<file path="src/rtl/pt_walk_pkg.sv">
package pt_walk_pkg;
  typedef enum logic [4:0] {
    S_IDLE = 5'b00001,
    S_DIR  = 5'b00010,
    S_PTE  = 5'b00100,
    S_DONE = 5'b01000,
    S_FLT  = 5'b10000
  } walk_st_e;

  localparam logic LVL_DIR = 1'b0;
  localparam logic LVL_SEG = 1'b1;
endpackage

</file>
<file path="src/rtl/pt_entry_dec.sv">
module pt_entry_dec #(
  parameter int WORD_W  = 32,
  parameter int PPN_W   = 20,
  parameter int RES_BIT = 31
) (
  input  logic [WORD_W-1:0] word_i,
  output logic              resident_o,
  output logic [PPN_W-1:0]  ppn_o
);
  // resident flag and page number fields of a map word
  assign resident_o = word_i[RES_BIT];
  assign ppn_o      = word_i[PPN_W-1:0];

  initial begin
    if (RES_BIT < PPN_W || RES_BIT >= WORD_W)
      $error("resident flag overlaps the page number field");
  end
endmodule

</file>
<file path="src/rtl/pt_addr_gen.sv">
module pt_addr_gen #(
  parameter int ADDR_W = 32,
  parameter int OFF_W  = 12,
  parameter int WORD_W = 32
) (
  input  logic [ADDR_W-OFF_W-1:0] base_ppn_i,
  input  logic [ADDR_W-OFF_W-1:0] vpn_i,
  input  logic [ADDR_W-OFF_W-1:0] seg_ppn_i,
  input  logic                    second_i,
  output logic [ADDR_W-1:0]       addr_o
);
  localparam int BYTE_SH = $clog2(WORD_W / 8);
  localparam int VPN_W   = ADDR_W - OFF_W;
  localparam int SEG_W   = OFF_W - BYTE_SH;
  localparam int DIR_W   = VPN_W - SEG_W;

  logic [DIR_W-1:0]  dir_idx;
  logic [SEG_W-1:0]  seg_idx;
  logic [ADDR_W-1:0] dir_addr;
  logic [ADDR_W-1:0] seg_addr;

  assign dir_idx = vpn_i[VPN_W-1:SEG_W];
  assign seg_idx = vpn_i[SEG_W-1:0];

  // directory word: base page plus scaled upper index (may span pages)
  assign dir_addr = {base_ppn_i, {OFF_W{1'b0}}}
                  + ADDR_W'({dir_idx, {BYTE_SH{1'b0}}});
  // segment word: one page holds exactly 2^SEG_W words
  assign seg_addr = {seg_ppn_i, seg_idx, {BYTE_SH{1'b0}}};

  assign addr_o = second_i ? seg_addr : dir_addr;
endmodule

</file>
<file path="src/rtl/pt_walk_ctrl.sv">
module pt_walk_ctrl
  import pt_walk_pkg::*;
#(
  parameter int PPN_W = 20,
  parameter int VPN_W = 20
) (
  input  logic             clk,
  input  logic             rst_n,
  input  logic [PPN_W-1:0] base_ppn_i,
  input  logic             req_valid,
  output logic             req_ready,
  input  logic [VPN_W-1:0] req_vpn,
  output logic             rsp_valid,
  input  logic             rsp_ready,
  output logic [PPN_W-1:0] rsp_ppn,
  output logic             rsp_fault,
  output logic             rsp_level,
  output logic             mem_req_valid,
  input  logic             mem_req_ready,
  input  logic             mem_rsp_valid,
  input  logic             ent_resident,
  input  logic [PPN_W-1:0] ent_ppn,
  output logic [VPN_W-1:0] vpn_q,
  output logic [PPN_W-1:0] base_q,
  output logic [PPN_W-1:0] seg_q,
  output logic             second_o
);
  walk_st_e         st;
  logic             sent;
  logic [PPN_W-1:0] ppn_q;
  logic             lvl_q;
  logic             data_in;

  assign data_in = sent && mem_rsp_valid;

  always_ff @(posedge clk) begin
    if (!rst_n) begin
      st     <= S_IDLE;
      sent   <= 1'b0;
      vpn_q  <= '0;
      base_q <= '0;
      seg_q  <= '0;
      ppn_q  <= '0;
      lvl_q  <= LVL_DIR;
    end else begin
      unique case (st)
        S_IDLE: begin
          if (req_valid) begin
            vpn_q  <= req_vpn;
            base_q <= base_ppn_i;
            sent   <= 1'b0;
            st     <= S_DIR;
          end
        end
        S_DIR: begin
          if (!sent) begin
            if (mem_req_ready) sent <= 1'b1;
          end else if (data_in) begin
            sent <= 1'b0;
            if (ent_resident) begin
              seg_q <= ent_ppn;
              st    <= S_PTE;
            end else begin
              ppn_q <= '0;
              lvl_q <= LVL_DIR;
              st    <= S_FLT;
            end
          end
        end
        S_PTE: begin
          if (!sent) begin
            if (mem_req_ready) sent <= 1'b1;
          end else if (data_in) begin
            sent <= 1'b0;
            if (ent_resident) begin
              ppn_q <= ent_ppn;
              lvl_q <= LVL_DIR;
              st    <= S_DONE;
            end else begin
              ppn_q <= '0;
              lvl_q <= LVL_SEG;
              st    <= S_FLT;
            end
          end
        end
        S_DONE, S_FLT: begin
          if (rsp_ready) st <= S_IDLE;
        end
        default: st <= S_IDLE;
      endcase
    end
  end

  assign req_ready     = (st == S_IDLE);
  assign mem_req_valid = (st == S_DIR || st == S_PTE) && !sent;
  assign rsp_valid     = (st == S_DONE) || (st == S_FLT);
  assign rsp_fault     = (st == S_FLT);
  assign rsp_level     = lvl_q;
  assign rsp_ppn       = ppn_q;
  assign second_o      = (st == S_PTE);

  // exactly one state bit set
  p_onehot_state_r1: assert property (@(posedge clk) disable iff (!rst_n)
    $countones(st) == 1);
  // accepting requests excludes any other activity
  p_idle_quiet_r1: assert property (@(posedge clk) disable iff (!rst_n)
    req_ready |-> (!rsp_valid && !mem_req_valid));
  // acceptance drops ready in the next cycle
  p_accept_busy_r1: assert property (@(posedge clk) disable iff (!rst_n)
    (req_valid && req_ready) |=> !req_ready);
  // absent directory word goes straight to a fault
  p_dir_fault_no_read_r3: assert property (@(posedge clk) disable iff (!rst_n)
    (st == S_DIR && data_in && !ent_resident) |=>
      (rsp_fault && rsp_level == LVL_DIR && !mem_req_valid));
  // request held under back-pressure
  p_req_hold_r7: assert property (@(posedge clk) disable iff (!rst_n)
    (mem_req_valid && !mem_req_ready) |=> mem_req_valid);
  // response held under back-pressure
  p_rsp_hold_r8: assert property (@(posedge clk) disable iff (!rst_n)
    (rsp_valid && !rsp_ready) |=>
      (rsp_valid && $stable(rsp_ppn) && $stable(rsp_fault) && $stable(rsp_level)));
  // stray return data while idle changes nothing
  p_ignore_stray_r10: assert property (@(posedge clk) disable iff (!rst_n)
    (st == S_IDLE && !req_valid) |=> (st == S_IDLE));
  // accepted read blocks further requests until data returns
  p_single_read_r11: assert property (@(posedge clk) disable iff (!rst_n)
    (mem_req_valid && mem_req_ready) |=> !mem_req_valid);
endmodule

</file>
<file path="src/rtl/pt_walker.sv">
module pt_walker #(
  parameter int ADDR_W = 32,
  parameter int OFF_W  = 12,
  parameter int WORD_W = 32
) (
  input  logic                    clk,
  input  logic                    rst_n,
  input  logic [ADDR_W-OFF_W-1:0] base_ppn,
  input  logic                    req_valid,
  output logic                    req_ready,
  input  logic [ADDR_W-OFF_W-1:0] req_vpn,
  output logic                    rsp_valid,
  input  logic                    rsp_ready,
  output logic [ADDR_W-OFF_W-1:0] rsp_ppn,
  output logic                    rsp_fault,
  output logic                    rsp_level,
  output logic                    mem_req_valid,
  input  logic                    mem_req_ready,
  output logic [ADDR_W-1:0]       mem_addr,
  input  logic                    mem_rsp_valid,
  input  logic [WORD_W-1:0]       mem_rsp_data
);
  localparam int PPN_W   = ADDR_W - OFF_W;
  localparam int VPN_W   = ADDR_W - OFF_W;
  localparam int RES_BIT = WORD_W - 1;

  logic             ent_resident;
  logic [PPN_W-1:0] ent_ppn;
  logic [VPN_W-1:0] vpn_q;
  logic [PPN_W-1:0] base_q;
  logic [PPN_W-1:0] seg_q;
  logic             second;

  pt_entry_dec #(.WORD_W(WORD_W), .PPN_W(PPN_W), .RES_BIT(RES_BIT)) u_dec (
    .word_i    (mem_rsp_data),
    .resident_o(ent_resident),
    .ppn_o     (ent_ppn)
  );

  pt_addr_gen #(.ADDR_W(ADDR_W), .OFF_W(OFF_W), .WORD_W(WORD_W)) u_addr (
    .base_ppn_i(base_q),
    .vpn_i     (vpn_q),
    .seg_ppn_i (seg_q),
    .second_i  (second),
    .addr_o    (mem_addr)
  );

  pt_walk_ctrl #(.PPN_W(PPN_W), .VPN_W(VPN_W)) u_ctrl (
    .clk          (clk),
    .rst_n        (rst_n),
    .base_ppn_i   (base_ppn),
    .req_valid    (req_valid),
    .req_ready    (req_ready),
    .req_vpn      (req_vpn),
    .rsp_valid    (rsp_valid),
    .rsp_ready    (rsp_ready),
    .rsp_ppn      (rsp_ppn),
    .rsp_fault    (rsp_fault),
    .rsp_level    (rsp_level),
    .mem_req_valid(mem_req_valid),
    .mem_req_ready(mem_req_ready),
    .mem_rsp_valid(mem_rsp_valid),
    .ent_resident (ent_resident),
    .ent_ppn      (ent_ppn),
    .vpn_q        (vpn_q),
    .base_q       (base_q),
    .seg_q        (seg_q),
    .second_o     (second)
  );

  // address stays put while the memory stalls
  p_addr_hold_r7: assert property (@(posedge clk) disable iff (!rst_n)
    (mem_req_valid && !mem_req_ready) |=> $stable(mem_addr));
  // the walk's address source ignores the live base input once busy
  p_base_isolated_r9: assert property (@(posedge clk) disable iff (!rst_n)
    (!req_ready && !$changed(req_ready)) |-> $stable(base_q));
endmodule

</file>
<file path="config.mk">
export PLATFORM = sky130hd
export DESIGN_NAME = pt_walker
export DESIGN_NICKNAME = d
export VERILOG_FILES = /design/src/rtl/pt_walk_pkg.sv /design/src/rtl/pt_entry_dec.sv /design/src/rtl/pt_addr_gen.sv /design/src/rtl/pt_walk_ctrl.sv /design/src/rtl/pt_walker.sv
export SDC_FILE = /design/constraint.sdc
export NUM_CORES = 1
export LEC_CHECK = 0
export ABC_AREA = 1
export BUFFER_PORTS_ARGS = -buffer_cell sky130_fd_sc_hd__buf_2
export CORE_UTILIZATION = 45
export DETAILED_ROUTE_END_ITERATION = 10
export PLACE_DENSITY = 0.74
export SYNTH_ARGS = -nofsm -noshare
export SYNTH_HDL_FRONTEND = slang
export SYNTH_SLANG_ARGS = --single-unit
</file>
<file path="constraint.sdc">
create_clock -name clk -period 3.9 [get_ports clk]
set_input_delay 0.585 -clock clk [delete_from_list [all_inputs] [get_ports clk]]
set_output_delay 0.585 -clock clk [all_outputs]
set_load 0.03 [all_outputs]
</file>
==> metrics.md, run 1 <==
| Metric | Value |
|---|---|
| Worst Max-Slew Pin Slew | `1.214 ns` |
| CTS tree | `built` |
| I/O pin total | `135` |
| Clk_lat worst skew | `0.34 ns` |
| CP Data Required Time | `3.31 ns` |
| Min-Delay Path Class | `reg2reg` |
| Total clock sinks | `87` |
| R2R setup slack | `1.55 ns` |
| Simple-gate portion of the synthesized area | `0.1868` |
| Detail Route Antenna Nets | `0` |
| H-tree Lvls | `3` |
| Final Hold Viols | `0` |
| Share of cells above drive strength 1 | `0.2401` |
| Drt drc | `0` |
| Die W | `92.65 um` |
| Critical Path Max Stage Delay | `0.63 ns` |
| Worst VDD drop | `374.9 uV` |
| EDFF count, synth | `0` |
| Synth cell count leaders | `o21ai_0, dfxtp_1, nor2_1, nand2_1, inv_1` |
| RSZ-0062 raised after global routing | `no` |
| Post-synthesis mux area share | `0` |
| Placed cells | `715` |
| GP Congestion | `0.7972` |
| Antenna violations before repair | `0` |
| Relative slew slack | `0.1908` |
| Setup WS post-layout | `0.8777 ns` |
| Max-slew violation count | `0` |
| Power Density | `594.4 nW/um2` |
| Die Ht | `92.65 um` |
| Sequential share of the synthesized area | `0.4711` |
| Setup TNS | `0 ns` |
| Critical Path Most Common Cell | `inv_2` |
| Leak pwr | `2.081 nW` |
| FF-to-FF End | `u_ctrl.rsp_ppn[19]` |
| Total GRT Usage | `0.1990` |
| Total power | `2.652 mW` |
| Post-Syn Area | `3697 um2` |
| Die area | `8583 um2` |
| Area share of fa/ha/maj cells after synthesis | `0` |
| WS Path Type | `reg2out` |
| Synth Warn # | `0` |
| Layout Cells excl Fill | `731` |
| Vias | `3,447` |
| DRT Pass-1 Iters | `4` |
| Arr. time, crit path | `2.44 ns` |
| Postcts setup bufs | `0` |
| DR iter-0 viols | `148` |
| Outcome | `finished clean` |
| Rows | `32` |
| Fin crit share | `0.7750` |
| Element type at the critical path start | `flop` |
| FF-to-FF Start | `u_ctrl.st[2]` |
| Root Driver | `clkbuf_8` |
| Vias in the first global route | `2,999` |
| Cells after synthesis | `527` |
| DP HPWL | `5796 um` |
| Crit. End Element | `output port` |
| Worst Setup SP | `u_ctrl.st[2]` |
| Count leader, synth | `o21ai_0` |
| Post-synthesis cell type count | `19` |
| Highest clock rate | `0.3309 GHz` |
| Tmin final | `3.022 ns` |
| Syn avg cell area | `7.016 um2` |
| Yosys top cell by area | `dfxtp_1` |
| Yosys top cell area share | `0.4711` |
| Number of port buffers | `121` |
| Cts hold-fix bufs | `0` |
| Critical path's slowest cell | `inv_2` |
| Post-synthesis compound-gate area fraction | `0.2254` |
| ANT cells | `0` |
| MaxCap Viol Count | `0` |
| First-pass GRT wire length | `13,830 um` |
| Worst hold margin | `0.4452 ns` |
| #FFs+latches synth | `87` |
| Area growth syn-to-layout | `20.68%` |
| Xor/xnor share of the synthesized area | `0` |
| Vias per inst | `4.715` |
| Clock Pin Slew Worst Setup and Hold Paths | `0.08 ns` |
| Core area | `7848 um2` |
| Drt wl/cell | `11.58 um` |
| Initial core utilization | `0.4711` |
| Synth async-reset ratio | `0` |
| Max Clock Skew | `0.01367 ns` |
| Worst-path cell chain | `inv_2 -> nor2_2 -> nand3_4 -> inv_2 -> nand2_1 -> o21ai_0 -> buf_2` |
| Routed WL | `8465 um` |
| Pre-CTS worst setup slack | `1.259 ns` |
| Reg2reg path depth | `7` |
| Largest family of logic cells by synthesized area | `compound AO/OA/AOI/OAI gates` |
| Worst-path fanout max | `45` |
| Total global routing overflow | `0` |
| Largest net degree at the start of global routing | `85` |
| Most used flip-flop cell after synthesis | `dfxtp_1` |
| Worst setup path end | `mem_addr[30]` |
| Num CTS Buffers | `9` |
| Area contributors post-synth | `dfxtp_1, o21ai_0, nor2_1` |
| Final net count | `702` |
| Setup-failing EPs final | `0` |
| Post-CTS sizing | `0` |
| Clock Tree Buf Depth | `2` |
[layer usage]
metal  wire length, um  up-vias  global-route usage
li1                  -     1864                   -
met1              4405     1486              0.2872
met2              3522       88              0.2981
met3               472        9             0.04187
met4                64        0             0.05769
met5                 0        -                   0
[layout make-up]
type | count | area (um2)
multi-input combinational | 337 | 1531
clock inverter | 6 | 68.82
sequential | 87 | 1742
fill | 814 | 3386
timing repair buffer | 122 | 613.1
clock buffer | 10 | 127.6
inverter | 67 | 251.5
tap | 102 | 127.6
[kinds of logic after synthesis]
logic type,count (synthesis)
compound gates,166
buf+inv,104
flops,87
other cells,1
simple gates,169
[worst max-delay path, delay by kind of cell, from the launching register on]
kind,cells,cell delay [ns]
buffers and inverters,3,0.93
AND/OR/NAND/NOR,3,0.63
flip-flops,1,0.39
AO/OA/AOI/OAI,1,0.14
[report_power, final]
part | internal [mW] | leakage, nW | switching (mW)
Clock | 0.300 | 0.0968 | 0.328
Sequential | 1.05 | 0.710 | 0.0578
Combinational | 0.261 | 1.27 | 0.652
Total | 1.61 | 2.08 | 1.04
[per-stage QoR]
step / util / cell area [um2]
global route: 0.5686 / 4462
detailed placement: 0.5435 / 4265
CTS: 0.5686 / 4462
global placement: 0.5435 / 4265
finish: 0.5686 / 4462
floorplan: - / 3701
[registers in the layout (all words and copies together), names as in the netlist]
signal            cells
u_ctrl.sent           1
u_ctrl.base_q        20
u_ctrl.seg_q         20
u_ctrl.rsp_level      1
u_ctrl.rsp_ppn       20
u_ctrl.vpn_q         20
u_ctrl.st             5
[worst min-delay path by stage]
stage / to / slack [ns] / startpoint / cells past startpoint
after floorplan: u_ctrl.base_q[12] / 0.42 / u_ctrl.base_q[12] / 2
after global placement: u_ctrl.rsp_ppn[4] / 0.43 / u_ctrl.rsp_ppn[4] / 2
after detailed placement: u_ctrl.rsp_ppn[0] / 0.44 / u_ctrl.rsp_ppn[0] / 2
after CTS: u_ctrl.vpn_q[12] / 0.45 / req_vpn[12] / 3
after global routing: u_ctrl.vpn_q[13] / 0.44 / req_vpn[13] / 3
final: u_ctrl.rsp_ppn[17] / 0.45 / u_ctrl.rsp_ppn[17] / 2
[layout by cell type (no fill, tap or decap), drive strengths merged]
master / n
clkinv: 3
o211ai: 1
clkbuf: 10
clkinvlp: 1
nand4: 5
nand3: 9
bufinv: 1
nor2: 90
buf: 122
o21ai: 110
a21oi: 55
conb: 2
dfxtp: 87
inv: 68
nand2: 65
Note: power is estimated with default switching activity, not from simulation.
==> inputs of run 2 (changes only) <==
- clock period: 3.9 -> 3 ns (I/O delays scaled with it)
==> run 2 against run 1 <==
- critical path depth did not move
- global-route usage rose by 0.77 points
- count of clock-buffer cells in the layout rose by 1
- combinational power rose by 30%
- sequential share of layout area fell by 0.12 points
- die area did not move
- largest cell class unchanged
==> metrics.md, run 2 (synthesis results as in run 1) <==
| Metric | Value |
|---|---|
| Vias per inst | `4.676` |
| Clk_lat worst skew | `0.36 ns` |
| Seq. cell area | `1742 um2` |
| CP top delay family | `buffers and inverters` |
| Worst Max-Slew Pin Slew | `0.9865 ns` |
| Util after Layout | `0.5703` |
| Filler cell count | `805` |
| Cts hold-fix bufs | `0` |
| GP Congestion | `0.8087` |
| Power Density | `757.6 nW/um2` |
| DP HPWL | `6034 um` |
| Final net count | `706` |
| Detail Route Antenna Nets | `0` |
| FF-to-FF Start | `u_ctrl.st[2]` |
| Core area | `7848 um2` |
| R2R setup slack | `0.83 ns` |
| Vias in the first global route | `2,997` |
| Max Clock Skew | `0.01580 ns` |
| Element type at the critical path start | `flop` |
| DRT Pass-1 Iters | `4` |
| Routed WL | `8661 um` |
| Hold path start | `req_vpn[13]` |
| Vias | `3,437` |
| DR iter-0 viols | `143` |
| Worst-path fanout max | `43` |
| RSZ-0062 raised after global routing | `no` |
| Fin crit share | `0.8851` |
| Min-Delay Path Class | `in2reg` |
| WS Path Type | `reg2out` |
| Rows | `32` |
| Die area | `8583 um2` |
| Final Hold Viols | `0` |
| H-tree Lvls | `3` |
| First-pass GRT wire length | `14,030 um` |
| Most frequent cells in the layout | `buf_2, o21ai_0, dfxtp_1` |
| Max-slew violation count | `0` |
| FF-to-FF End | `u_ctrl.base_q[0]` |
| Critical Path Most Common Cell | `inv_2` |
| Share of cells above drive strength 1 | `0.2449` |
| Leak pwr | `2.092 nW` |
| Worst VDD drop | `464.1 uV` |
| Clock Tree Buf Depth | `2` |
| Die Ht | `92.65 um` |
| Total clock sinks | `87` |
| Antenna violations before repair | `0` |
| Footprint of the multi-input gates | `1531 um2` |
| Crit. End Element | `output port` |
| Drt drc | `0` |
| ANT cells | `0` |
| Arr. time, crit path | `2.21 ns` |
| Reg2reg path depth | `6` |
| Cell Area, Placed | `4295 um2` |
| Highest clock rate | `0.3766 GHz` |
| Area growth syn-to-layout | `21.05%` |
| Setup-failing EPs final | `0` |
| Largest net degree at the start of global routing | `73` |
| Clock Pin Slew Worst Setup and Hold Paths | `0.09 ns` |
| Setup TNS | `0 ns` |
| Initial core utilization | `0.4711` |
| CTS tree | `built` |
| MaxCap Viol Count | `0` |
| Total power | `3.391 mW` |
| Num CTS Buffers | `9` |
| Critical path's slowest cell | `inv_2` |
| Relative slew slack | `0.3414` |
| CP Data Required Time | `2.55 ns` |
| Postcts setup bufs | `0` |
| Post-CTS sizing | `0` |
| Worst Setup SP | `u_ctrl.st[2]` |
| Hold path endpoint | `u_ctrl.vpn_q[13]` |
| Commonest non-fill, non-tap cell in the layout | `buf_2` |
| WHS Path Cells | `3` |
| Worst-path cell chain | `inv_2 -> nor2_2 -> nand3_4 -> inv_2 -> nand2_1 -> o21ai_0 -> buf_2` |
| I/O pin total | `135` |
| Tmin final | `2.655 ns` |
| Number of port buffers | `121` |
| Root Driver | `clkbuf_8` |
| Drt wl/cell | `11.78 um` |
| Design Area, Final | `4476 um2` |
| Total global routing overflow | `0` |
| Critical Path Max Stage Delay | `0.54 ns` |
| Outcome | `finished clean` |
| Die W | `92.65 um` |
| Total GRT Usage | `0.2066` |
| WP buf/inv | `3` |
-- run 2: worst max-delay path by stage --
| stage | slack [ns] | depth (start not counted) | endpoint |
|---|---|---|---|
| after floorplan | 1.00 | 4 | mem_addr[2] |
| after global placement | 0.79 | 6 | mem_addr[30] |
| after detailed placement | 0.74 | 6 | mem_addr[23] |
| after CTS | 0.35 | 7 | mem_addr[23] |
| after global routing | 0.12 | 7 | mem_addr[30] |
| final | 0.34 | 7 | mem_addr[30] |
-- run 2: power breakdown --
group,leakage (nW),switching (mW),internal (mW),total (mW)
Clock,0.0903,0.425,0.330,0.755
Sequential,0.710,0.0777,1.37,1.45
Combinational,1.29,0.849,0.340,1.19
Total,2.09,1.35,2.04,3.39
-- run 2: worst register-to-register path, cell delays in order (launching register included) --
cell and delay [ns]:
dfxtp_1 0.35, nor2_2 0.19, nand3_1 0.16, nor2_2 0.39, inv_2 0.49, o21ai_0 0.39
a21oi_1 0.06
-- run 2: layer usage --
| metal | vias up | track usage | part of all wire |
|---|---|---|---|
| li1 | 1877 | - | - |
| met2 | 94 | 0.3043 | 0.41 |
| met5 | - | 0 | 0 |
| met3 | 9 | 0.04926 | 0.054 |
| met1 | 1457 | 0.2952 | 0.52 |
| met4 | 0 | 0.06923 | 0.013 |
-- run 2: area by class of cell --
| cell class | count | area share |
|---|---|---|
| inverter | 67 | 0.05619 |
| clock buffer | 11 | 0.03159 |
| timing repair buffer | 126 | 0.1437 |
| sequential | 87 | 0.3892 |
| clock inverter | 5 | 0.008666 |
| multi-input combinational | 337 | 0.3422 |
| tap | 102 | 0.02852 |
-- run 2: per-stage QoR --
step | instances | hold WS, ns | setup WS [ns]
3_5_place_dp | 719 | 0.4345 | 0.7422
5_1_grt | 735 | 0.2920 | 0.1194
2_1_floorplan | 528 | 0.4245 | 1.005
3_3_place_gp | 719 | 0.4307 | 0.7939
6_report | 735 | 0.3138 | 0.3448
4_1_cts | 735 | 0.2985 | 0.3454
